--- src/rtl/sfd_pkg.sv ---
package sfd_pkg;
   typedef enum logic [1:0] {
      SEL_NONE   = 2'b00,
      SEL_UNDER  = 2'b01,
      SEL_OVER   = 2'b10,
      SEL_WINDOW = 2'b11
   } fault_sel_e;
endpackage

--- src/rtl/sfd_limit_cmp.sv ---
module sfd_limit_cmp #(
   parameter int CODE_W  = 8,
   parameter int HYST_W  = 5,
   parameter bit IS_OVER = 1'b0
) (
   input  logic              clk,
   input  logic              rst_n,
   input  logic [CODE_W-1:0] code,
   input  logic [CODE_W-1:0] limit,
   input  logic [HYST_W-1:0] hyst,
   output logic              flag
);
   localparam int SUM_W = CODE_W + 1;

   logic [SUM_W-1:0] code_x, limit_x, hyst_x;
   logic             trip, release_ok, flag_q;

   assign code_x  = SUM_W'(code);
   assign limit_x = SUM_W'(limit);
   assign hyst_x  = SUM_W'(hyst);

   generate
      if (HYST_W > CODE_W) begin : g_bad_width
         $error("sfd_limit_cmp: HYST_W must not exceed CODE_W");
      end
      if (IS_OVER) begin : g_over
         assign trip       = code_x > limit_x;
         assign release_ok = (code_x + hyst_x) < limit_x;
      end else begin : g_under
         assign trip       = code_x < limit_x;
         assign release_ok = code_x > (limit_x + hyst_x);
      end
   endgenerate

   always_ff @(posedge clk) begin
      if (!rst_n)      flag_q <= 1'b0;
      else if (flag_q) flag_q <= !release_ok;
      else             flag_q <= trip;
   end

   assign flag = flag_q;

   generate
      if (IS_OVER) begin : g_chk_over
         assert_ov_trip_R2: assert property (@(posedge clk) disable iff (!rst_n)
            (!flag && code > limit) |=> flag);
         assert_ov_hold_R4: assert property (@(posedge clk) disable iff (!rst_n)
            (flag && ({1'b0, code} + {4'b0, hyst}) >= {1'b0, limit}) |=> flag);
      end else begin : g_chk_under
         assert_uv_trip_R2: assert property (@(posedge clk) disable iff (!rst_n)
            (!flag && code < limit) |=> flag);
         assert_uv_hold_R3: assert property (@(posedge clk) disable iff (!rst_n)
            (flag && {1'b0, code} <= ({1'b0, limit} + {4'b0, hyst})) |=> flag);
      end
   endgenerate
endmodule

--- src/rtl/sfd_glitch_filter.sv ---
module sfd_glitch_filter #(
   parameter int TIME_W    = 4,
   parameter int MAX_TICKS = 10
) (
   input  logic              clk,
   input  logic              rst_n,
   input  logic              tick,
   input  logic [TIME_W-1:0] setting,
   input  logic              raw,
   output logic              filt
);
   localparam logic [TIME_W-1:0] MAX_V = TIME_W'(MAX_TICKS);

   logic [TIME_W-1:0] eff, cnt_q;
   logic              cand_q, out_q;

   generate
      if (MAX_TICKS >= (1 << TIME_W) || MAX_TICKS < 1) begin : g_bad_max
         $error("sfd_glitch_filter: MAX_TICKS does not fit TIME_W");
      end
   endgenerate

   assign eff = (setting > MAX_V) ? MAX_V : setting;

   always_ff @(posedge clk) begin
      if (!rst_n) begin
         cand_q <= 1'b0;
         out_q  <= 1'b0;
         cnt_q  <= '0;
      end else if (eff == '0) begin
         cand_q <= raw;
         out_q  <= raw;
         cnt_q  <= '0;
      end else if (raw != cand_q) begin
         cand_q <= raw;
         cnt_q  <= '0;
      end else if (tick && (cand_q != out_q)) begin
         if (cnt_q >= eff - 1'b1) begin
            out_q <= cand_q;
            cnt_q <= '0;
         end else begin
            cnt_q <= cnt_q + 1'b1;
         end
      end
   end

   assign filt = (eff == '0) ? raw : out_q;

   assert_filter_on_tick_R8: assert property (@(posedge clk) disable iff (!rst_n)
      ($past(eff) != '0 && !$stable(out_q)) |-> $past(tick));
   assert_filter_count_R7: assert property (@(posedge clk) disable iff (!rst_n)
      (cnt_q < eff) || (cnt_q == '0));
endmodule

--- src/rtl/sfd_edge_pulse.sv ---
module sfd_edge_pulse #(
   parameter int TIME_W    = 4,
   parameter int MAX_TICKS = 10
) (
   input  logic              clk,
   input  logic              rst_n,
   input  logic              tick,
   input  logic              rising,
   input  logic [TIME_W-1:0] width,
   input  logic              sig,
   output logic              pulse
);
   localparam logic [TIME_W-1:0] MAX_V = TIME_W'(MAX_TICKS);

   logic [TIME_W-1:0] eff, pcnt_q;
   logic              prev_q, pulse_q, edge_hit;

   assign eff      = (width > MAX_V) ? MAX_V : width;
   assign edge_hit = rising ? (sig && !prev_q) : (!sig && prev_q);

   always_ff @(posedge clk) begin
      if (!rst_n) begin
         prev_q  <= 1'b0;
         pulse_q <= 1'b0;
         pcnt_q  <= '0;
      end else begin
         prev_q <= sig;
         if (edge_hit) begin
            pulse_q <= 1'b1;
            pcnt_q  <= '0;
         end else if (pulse_q) begin
            if (eff == '0) begin
               pulse_q <= 1'b0;
            end else if (tick) begin
               if (pcnt_q >= eff - 1'b1) begin
                  pulse_q <= 1'b0;
                  pcnt_q  <= '0;
               end else begin
                  pcnt_q <= pcnt_q + 1'b1;
               end
            end
         end
      end
   end

   assign pulse = pulse_q;

   assert_edge_starts_pulse_R10: assert property (@(posedge clk) disable iff (!rst_n)
      edge_hit |=> pulse);
   assert_zero_width_R11: assert property (@(posedge clk) disable iff (!rst_n)
      (pulse && eff == '0 && !edge_hit) |=> !pulse);
endmodule

--- src/rtl/supply_fault_detector.sv ---
module supply_fault_detector #(
   parameter int CODE_W    = 8,
   parameter int HYST_W    = 5,
   parameter int TIME_W    = 4,
   parameter int MAX_TICKS = 10
) (
   input  logic              clk,
   input  logic              rst_n,
   input  logic              tick,
   input  logic              analog_mode,
   input  logic [CODE_W-1:0] level_code,
   input  logic              logic_pin,
   input  logic [CODE_W-1:0] uv_limit,
   input  logic [CODE_W-1:0] ov_limit,
   input  logic [HYST_W-1:0] hyst_code,
   input  logic [1:0]        fault_sel,
   input  logic [TIME_W-1:0] filter_ticks,
   input  logic              edge_mode,
   input  logic              edge_rising,
   input  logic [TIME_W-1:0] pulse_ticks,
   output logic              uv_flag,
   output logic              ov_flag,
   output logic              event_out
);
   import sfd_pkg::*;

   logic       uv_s, ov_s, sel_fault, raw_sig, filt_sig, edge_pulse;
   fault_sel_e sel;

   sfd_limit_cmp #(.CODE_W(CODE_W), .HYST_W(HYST_W), .IS_OVER(1'b0)) i_under (
      .clk(clk), .rst_n(rst_n), .code(level_code), .limit(uv_limit),
      .hyst(hyst_code), .flag(uv_s));

   sfd_limit_cmp #(.CODE_W(CODE_W), .HYST_W(HYST_W), .IS_OVER(1'b1)) i_over (
      .clk(clk), .rst_n(rst_n), .code(level_code), .limit(ov_limit),
      .hyst(hyst_code), .flag(ov_s));

   assign sel = fault_sel_e'(fault_sel);

   always_comb begin
      unique case (sel)
         SEL_UNDER:  sel_fault = uv_s;
         SEL_OVER:   sel_fault = ov_s;
         SEL_WINDOW: sel_fault = uv_s || ov_s;
         default:    sel_fault = 1'b0;
      endcase
   end

   assign raw_sig = analog_mode ? sel_fault : logic_pin;

   sfd_glitch_filter #(.TIME_W(TIME_W), .MAX_TICKS(MAX_TICKS)) i_filter (
      .clk(clk), .rst_n(rst_n), .tick(tick), .setting(filter_ticks),
      .raw(raw_sig), .filt(filt_sig));

   sfd_edge_pulse #(.TIME_W(TIME_W), .MAX_TICKS(MAX_TICKS)) i_edge (
      .clk(clk), .rst_n(rst_n), .tick(tick), .rising(edge_rising),
      .width(pulse_ticks), .sig(filt_sig), .pulse(edge_pulse));

   assign uv_flag   = uv_s;
   assign ov_flag   = ov_s;
   assign event_out = (!analog_mode && edge_mode) ? edge_pulse : filt_sig;

   assert_sel_none_R5: assert property (@(posedge clk) disable iff (!rst_n)
      (analog_mode && fault_sel == 2'b00 && filter_ticks == '0) |-> !event_out);
   assert_level_pass_R9: assert property (@(posedge clk) disable iff (!rst_n)
      (!analog_mode && !edge_mode && filter_ticks == '0) |-> (event_out == logic_pin));
endmodule

--- config.mk ---
export PLATFORM = sky130hd
export DESIGN_NAME = supply_fault_detector
export DESIGN_NICKNAME = d
export VERILOG_FILES = /design/src/rtl/sfd_pkg.sv /design/src/rtl/sfd_limit_cmp.sv /design/src/rtl/sfd_glitch_filter.sv /design/src/rtl/sfd_edge_pulse.sv /design/src/rtl/supply_fault_detector.sv
export SDC_FILE = /design/constraint.sdc
export NUM_CORES = 1
export LEC_CHECK = 0
export ABC_CLOCK_PERIOD_IN_PS = 6200
export BUFFER_PORTS_ARGS = -buffer_cell sky130_fd_sc_hd__buf_2
export CAP_MARGIN = 10
export CORE_MARGIN = 3
export CORE_UTILIZATION = 55
export CTS_CLUSTER_SIZE = 10
export DETAILED_ROUTE_END_ITERATION = 7
export PLACE_DENSITY_LB_ADDON = 0.05
export SYNTH_ARGS = -nofsm -noshare
export SYNTH_HDL_FRONTEND = slang
export SYNTH_SLANG_ARGS = --single-unit
export TNS_END_PERCENT = 20
--- constraint.sdc ---
create_clock -name clk -period 6.2 [get_ports clk]
set_input_delay 0.31 -clock clk [delete_from_list [all_inputs] [get_ports clk]]
set_output_delay 0.31 -clock clk [all_outputs]
set_load 0.03 [all_outputs]
==> results of run 1 <==
-- cell usage in the layout (no fill, tap or decap), drive strengths merged, types with 3 or more instances in the layout --
cell type | Yosys | final
nand2b | 3 | 3
and2 | 5 | 5
mux2i | 3 | 3
and2b | 4 | 4
a21o | 6 | 6
inv | 23 | 23
o21bai | 4 | 4
buf | 1 | 48
nand2 | 20 | 20
nor2b | 6 | 6
xnor2 | 14 | 14
dfxtp | 14 | 14
a2111oi | 3 | 3
xor2 | 4 | 4
a211oi | 4 | 4
o211ai | 3 | 3
o21ai | 20 | 20
clkbuf | 0 | 4
nand3 | 3 | 3
a21oi | 16 | 16
ha | 52 | 52
nor3 | 7 | 7
nor3b | 5 | 5
nand4 | 9 | 9
nor2 | 16 | 16
and3 | 4 | 4
-- critical path: cells and delay by family --
| family | cells | cell delay [ps] |
|---|---|---|
| simple gates | 1 | 150 |
| buf+inv | 1 | 110 |
| compound gates | 7 | 1240 |
| fa+ha+maj | 3 | 870 |
-- how the worst max path moves through the flow --
stage,endpoint,slack (ps)
4_1_cts,i_over.flag$_SDFF_PN0_,3660
6_report,i_over.flag$_SDFF_PN0_,3650
5_1_grt,i_over.flag$_SDFF_PN0_,3470
2_1_floorplan,i_over.flag$_SDFF_PN0_,3720
3_3_place_gp,i_over.flag$_SDFF_PN0_,3470
3_5_place_dp,i_over.flag$_SDFF_PN0_,3420
-- synthesized netlist by cell type, drive strengths merged, types with 4 or more instances --
master,n,share of area [%]
a21oi,16,4.0
a21o,6,2.0
nand4,9,2.5
a211oi,4,1.3
xnor2,14,5.4
ha,52,29
nor2,16,2.7
nor3b,5,1.7
xor2,4,1.5
and2b,4,1.5
nand2,20,3.4
and3,4,1.1
o21bai,4,1.3
nor2b,6,1.7
inv,23,3.8
and2,5,1.5
dfxtp,14,12
o21ai,20,4.4
nor3,7,1.8
-- cell families after synthesis --
| logic type | Yosys count | synth area share [%] |
|---|---|---|
| AOI/OAI and AO/OA | 70 | 21.93 |
| xor gates and xnor gates | 18 | 6.961 |
| adders and majority gates | 54 | 30.50 |
| buffers and inverters | 24 | 4.033 |
| DFF | 14 | 12.38 |
| muxes | 3 | 2.044 |
| and+or+nand+nor | 88 | 22.16 |
-- area by class of cell --
| cell class | instances | area (µm²) |
|---|---|---|
| fill | 326 | 1211 |
| clock buffer | 4 | 55.05 |
| timing repair buffer | 48 | 240.2 |
| sequential | 14 | 280.3 |
| inverter | 23 | 86.33 |
| tap | 48 | 60.06 |
| multi-input combinational | 233 | 1893 |
-- state kept, by name (all words and copies together), names as in the netlist --
| signal | flops |
|---|---|
| i_edge.pcnt_q | 4 |
| i_filter.cnt_q | 4 |
| i_edge.prev_q | 1 |
| i_edge.pulse | 1 |
| i_filter.cand_q | 1 |
| i_filter.out_q | 1 |
| i_over.flag | 1 |
| i_under.flag | 1 |
-- routing by layer --
| metal | vias to the layer above | track usage, % | part of all wire, % |
|---|---|---|---|
| li1 | 1103 | - | - |
| met1 | 900 | 25.71 | 47 |
| met2 | 40 | 34.73 | 49 |
| met3 | 2 | 2.302 | 4.1 |
| met4 | 0 | 4.894 | 0.53 |
| met5 | - | 0 | 0 |
-- power groups by stage --
stage / combinational (mW) / clock, mW / sequential [mW]
5_1_grt: 0.204 / 0.0947 / 0.101
4_1_cts: 0.179 / 0.0904 / 0.0999
3_5_place_dp: 0.177 / 0 / 0.102
6_report: 0.177 / 0.0882 / 0.0999
3_3_place_gp: 0.173 / 0 / 0.102
2_1_floorplan: 0.122 / 0 / 0.105
==> impl_summary.md, run 1 <==
Final layout
After the last flow step, the layout net total stands at ~420. The final instance area is 2615 µm². The finished layout holds 370 standard cells, fillers aside.

Compared with the post-synthesis result, the final layout area differs by 15.47%. The post-layout utilization of the core is 68.35%. The antenna diode count is 0. The share of final-layout standard cells stronger than drive strength 1 is 21.43%.

Critical path
The critical path goes through buf_2 -> ha_1 -> fa_1 -> a21oi_1 -> o21ai_0 -> nor2b_1 -> ha_1 -> a21o_1 -> a211o_1 -> a41oi_1 -> o211ai_1 -> o211a_1. The critical path starts at level_code[0]. Counting cells, the worst reg-to-reg path comes to 7. The worst setup path is captured at a register.

The most numerous cell type found on the critical path is ha_1. The critical path arrival is about 2700 ps. The largest incremental delay on the critical path is 400 ps. The worst setup path is launched from an input port. The required time of the critical path is between 6000 and 7000 ps. In this run the worst path has a maximum fanout of 3. The start of the worst register-to-register path is i_edge.pcnt_q[0]$_SDFFE_PP0P_. In this run the critical register-to-register path is captured at i_edge.pcnt_q[3]$_SDFFE_PP0P_.

The critical path class is in2reg. The worst register-to-register path has a setup slack of 4300 ps. The slowest stage cell on the critical path is fa_1.

Clock network
The clock network latency to the later pin of the worst-skew pair is about 240 ps. The number of post-CTS setup repair buffers is 0. The clock slew seen by the registers of the worst setup and hold paths is ~60 ps.

Hold repair after CTS inserted 0 buffers. The number of resized instances in the post-cts repair step is 0. The maximum count of clock buffers along a single path is 2.

The cell sitting at the root of the clock tree is a clkbuf_8. Buffers inserted during clock tree synthesis total 3. In this run the number of H-tree levels came out at 1. TritonCTS built the clock tree. CTS saw 14 sinks.

Global route
Summed over all layers, the global routing overflow is 0. The initial antenna violation count is 0. The wire length of the first global-routing pass is 8273 µm. The number of global-route vias before repair is 1937. The total routing resource utilization after global routing is 19.84%. The pin count of the biggest net entering global routing is 11.

Yosys
After synthesis the netlist holds a flip-flop and latch count of 14. The average cell area after synthesis is about 8.4 µm². The most instantiated flip-flop cell in the synthesis netlist is dfxtp_1.

Yosys printed 0 warnings. The post-synthesis cell type count is 51. The async set-reset flop share out of synthesis is 0%.

The net count of the mapped netlist is 371. In this run, synthesis inferred 0 flip-flops with an integrated enable. The cell count after synthesis came out at around 270. In this run the cell area of the synthesized design comes to 2265 µm². The sequential cell area fraction in the yosys report is approximately 12%.

Pwr
The reported leakage power is roughly 1.3 nW. The total power is about 0.37 mW. Net switching is a little over a third of the power. The sequential cell fraction of total power is 27.4%. The internal power of the cells totals 0.2326 mW. The net switching power of the design is 0.1325 mW. The clock network accounts for 24.2% of the total power. IR analysis of the VDD net gives a maximum drop of around 0.095 mV. The share of total power in combinational logic is 48.5%. In this run the power density over the cells is 139.6 nW/µm².

STA
Static timing analysis puts the maximum clock frequency at 392.8 MHz. The final setup violation count is 0. In this run the tightest slew margin relative to its limit is slightly below 70%. The final critical path takes up 41.06% of the cycle. Final hold analysis gives a worst-case slack of approximately 380 ps.

The minimum clock period is approximately 2500 ps. The minimum setup slack in the final design is approximately 3700 ps. The hold violation count in the final report was 0. The summed negative setup slack over all endpoints is 0 ps. Setup repair after global routing left no endpoint under its margin. The final number of max-transition violations came to 0. At the pin with the least slew margin, the transition time is approximately 460 ps. The final clock skew is 1.909 ps.

Hold path
The worst min-delay path category is in2reg. The path with the worst hold slack has its endpoint at i_edge.pcnt_q[2]$_SDFFE_PP0P_. In this run the most critical hold path is launched from rst_n. The number of cells on the worst hold path is 2.

Detailed routing
Dividing the detail-routed wire length by the instance count gives 12.71 µm. The wire length after detailed routing is 4703 µm. The remaining antenna violation count is 0. Dividing the detail-routed via count by the number of cells gives 5.527. For this run, design rule violations remaining after detail routing come to 0. The DRC marker count from the first detailed-route iteration is 76.

The first TritonRoute pass finished after 4 iterations. The via total after detailed routing is between 2000 and 2500.

Floorplanning
The initial utilization of the core area, before any placement, comes to around three fifths. Row generation in the floorplan step produced 22 rows. Pin placement for this block handled 49 I/O pins. The area of the die is ~5000 µm².

The total core area is around 3800 µm². From bottom edge to top edge, the die measures 70.17 µm. From left edge to right edge, the die measures 70.17 µm.

Placement
The instance area after placement is 2560 µm². Port buffering added 48 buffers. The half-perimeter wire length after detailed placement is just over 4000 µm. The number of placed instances, taps included, is 366.

At the placement stage, the worst setup path has a slack of 3417 ps. The final weighted congestion in routability-driven placement is 0.7839.

Flow run
The tool flagged a number of max-cap violations equal to 0.

Run status
The run finished with clean final reports.
(Power assumes the default switching activity.)
==> run 2, diff against run 1 <==
Settings changed: ABC_CLOCK_PERIOD_IN_PS 6200 to 2500.
Clock period 6.2 ns to 2.5 ns, I/O delays scaled along.
==> impl_summary.md, run 2 (synthesis gave the netlist of run 1 again) <==
Clock network
The master cell of the clock root buffer is clkbuf_8. The number of buffers created by CTS is 3. The number of levels in the clock H-tree is 1. The clock passes through at most 2 buffers. The clock slew seen by the registers of the worst setup and hold paths is 50 ps. The clock sink count is 14. Buffers inserted to repair hold after CTS numbered 0.

TritonCTS built the clock tree. The clock network latency to the later pin of the worst-skew pair is 240 ps.

STA
The hold violation count in the final report is 0. On the final layout, the worst hold slack is roughly 210 ps. Setup repair after global routing left no endpoint under its margin. Setup violations remaining at the end of the flow were counted as 0.

The final period utilization is slightly above 90%. At the pin with the least slew margin, the transition time is about 450 ps. Clock skew on the completed layout was measured at 1.153 ps. Derived from the worst setup path, the maximum achievable clock frequency is 440.3 MHz. The final number of max-transition violations is 0. The worst path in the final design needs a cycle of 2271 ps, including I/O delays and setup. The relative slew slack is a little over two thirds.

Detailed routing
The final layout contains routed wiring with a total length of 4750 µm. The post-detailed-route DRC marker count is 0. Using the TritonRoute via totals, the vias-per-cell ratio works out to 5.670. The remaining antenna violation count is 0. The detailed router finished its first iteration with 89 violations.

The detail-routed net length per standard cell is roughly 13 µm. The number of search-and-repair iterations in the first detailed-routing pass is 4. Summing over every cut layer, the via total after detailed routing is 2115.

Critical path
The start of the worst register-to-register path is i_edge.pcnt_q[0]$_SDFFE_PP0P_. The capture instance of the worst register-to-register path is i_edge.pcnt_q[3]$_SDFFE_PP0P_. For flop-to-flop paths, the worst setup slack is 620 ps. In this run the worst path has a maximum fanout of 2.

The required time of the critical path is approximately 2600 ps. The critical path arrival is between 2000 and 2500 ps. The critical path class is in2reg. STA classifies the critical path endpoint as a register. The nature of the critical path startpoint is an input port.

The cell depth of the worst flop-to-flop path is 7.

Pwr
The reported leakage power is 1.292 nW. The part of the total power dissipated in the clock network is 20.3%. IR analysis of the VDD net gives a maximum drop of 0.1578 mV. The switching part of the total is between 30% and 40%. The net switching power of the design is roughly 0.32 mW. The sequential cell fraction of total power is between 20% and 30%. Combinational logic burns 51.3% of the power. Internal power comes to 0.5515 mW. After layout, the design draws a total of between 0.8 and 0.9 mW. The total power per unit cell area is around 330 nW/µm².

Global route
Entering global routing, the biggest net connects 11 pins. After global routing the overflow that remains totals 0. The initial antenna violation count is 0. The wire length of the first global-routing pass is 8521 µm. The number of global-route vias before repair is 2027. The total routing resource utilization after global routing is 20.19%.

Floorplanning
The die covers 4924 µm². In this run the core area contains 22 standard-cell rows. The y dimension of the die is 70.17 µm. The initial cell density of the core is 59.19%.

The horizontal die dimension is roughly 70 µm. The region available for standard cell placement spans between 3000 and 4000 µm². 49 I/O pins were placed.

Placement
The half-perimeter wire length after detailed placement is 4098 µm. At the end of routability-driven placement, the weighted congestion stood at 0.7743. The placed cell count is 370.

Input and output buffers added on the ports amount to between 40 and 50.

Hold path
The worst hold endpoint is i_edge.pcnt_q[2]$_SDFFE_PP0P_. The number of cells on the worst hold path is 2. The worst min-delay path category is in2reg. The worst hold path startpoint is rst_n.

Final layout
The share of final-layout standard cells stronger than drive strength 1 is between 20% and 30%. The most common cell after layout, fill and taps aside is ha_1. The antenna diode count is 0. The area growth from synthesis to layout is 16.35%. The post-layout instance count excluding filler cells is 373.

The net count of the finished layout is 427. The post-layout utilization of the core is between 60% and 70%. The largest registers in the layout are i_edge.pcnt_q (4), i_filter.cnt_q (4). In the layout the commonest cells are ha_1, buf_2, inv_1.

Flow run
The tool flagged a number of max-cap violations equal to 0.

Run status
The run finished with clean final reports.
-- run 2: worst max path at each step --
stage / startpoint / end / slack [ps]
floorplan: level_code[0] / i_over.flag$_SDFF_PN0_ / 200
global placement: level_code[0] / i_over.flag$_SDFF_PN0_ / -10
detailed placement: level_code[0] / i_over.flag$_SDFF_PN0_ / -70
CTS: level_code[0] / i_over.flag$_SDFF_PN0_ / 160
global route: level_code[0] / i_over.flag$_SDFF_PN0_ / 30
finish: level_code[0] / i_over.flag$_SDFF_PN0_ / 230
-- run 2: area by class of cell --
class | count | area (µm²)
inverters | 23 | 86.33
flip-flops and latches | 14 | 280.3
multi-input cells | 233 | 1897
fillers | 331 | 1191
repair buffers | 52 | 270.3
clock buffers | 3 | 41.29
well taps | 48 | 60.06
-- run 2: power by group through the flow --
stage | Sequential [mW] | Clock [mW] | Combinational, mW
after CTS | 0.248 | 0.182 | 0.452
final | 0.248 | 0.178 | 0.449
after global routing | 0.250 | 0.193 | 0.518
after detailed placement | 0.252 | 0 | 0.447
after global placement | 0.252 | 0 | 0.437
after floorplan | 0.259 | 0 | 0.301
-- run 2: layer usage --
layer  global-route usage [%]  vias to the layer above  part of all wire [%]
met1                    25.86                      948                    46
met5                        0                        -                     0
li1                         -                     1119                     -
met4                    5.532                        0                   1.4
met2                    35.57                       40                    49
met3                    2.158                        8                   3.9
-- run 2: worst max-delay path: stages --
cell and delay (ps):
buf_2 100, ha_1 220, fa_1 400, a21oi_2 150, o21ai_0 80, nor2b_1 130, ha_1 290, a21o_1 180
a211o_1 290, a41oi_1 170, o211ai_1 120, o211a_1 140
-- run 2: what timing repair did --
item / CTS / global route
buffers inserted: 0 / 0
gates resized for setup: 0 / 2
endpoints found under the setup margin: 0 / 1
-- run 2: metrics by stage --
stage                     setup slack (ps)  area (µm²)  TNS, ps
final                                228.8        2635        0
after detailed placement            -68.20        2590   -68.20
after CTS                            162.3        2631        0
after floorplan                      202.2        2265        0
after global routing                 27.83        2635        0
after global placement              -14.73        2590   -14.73
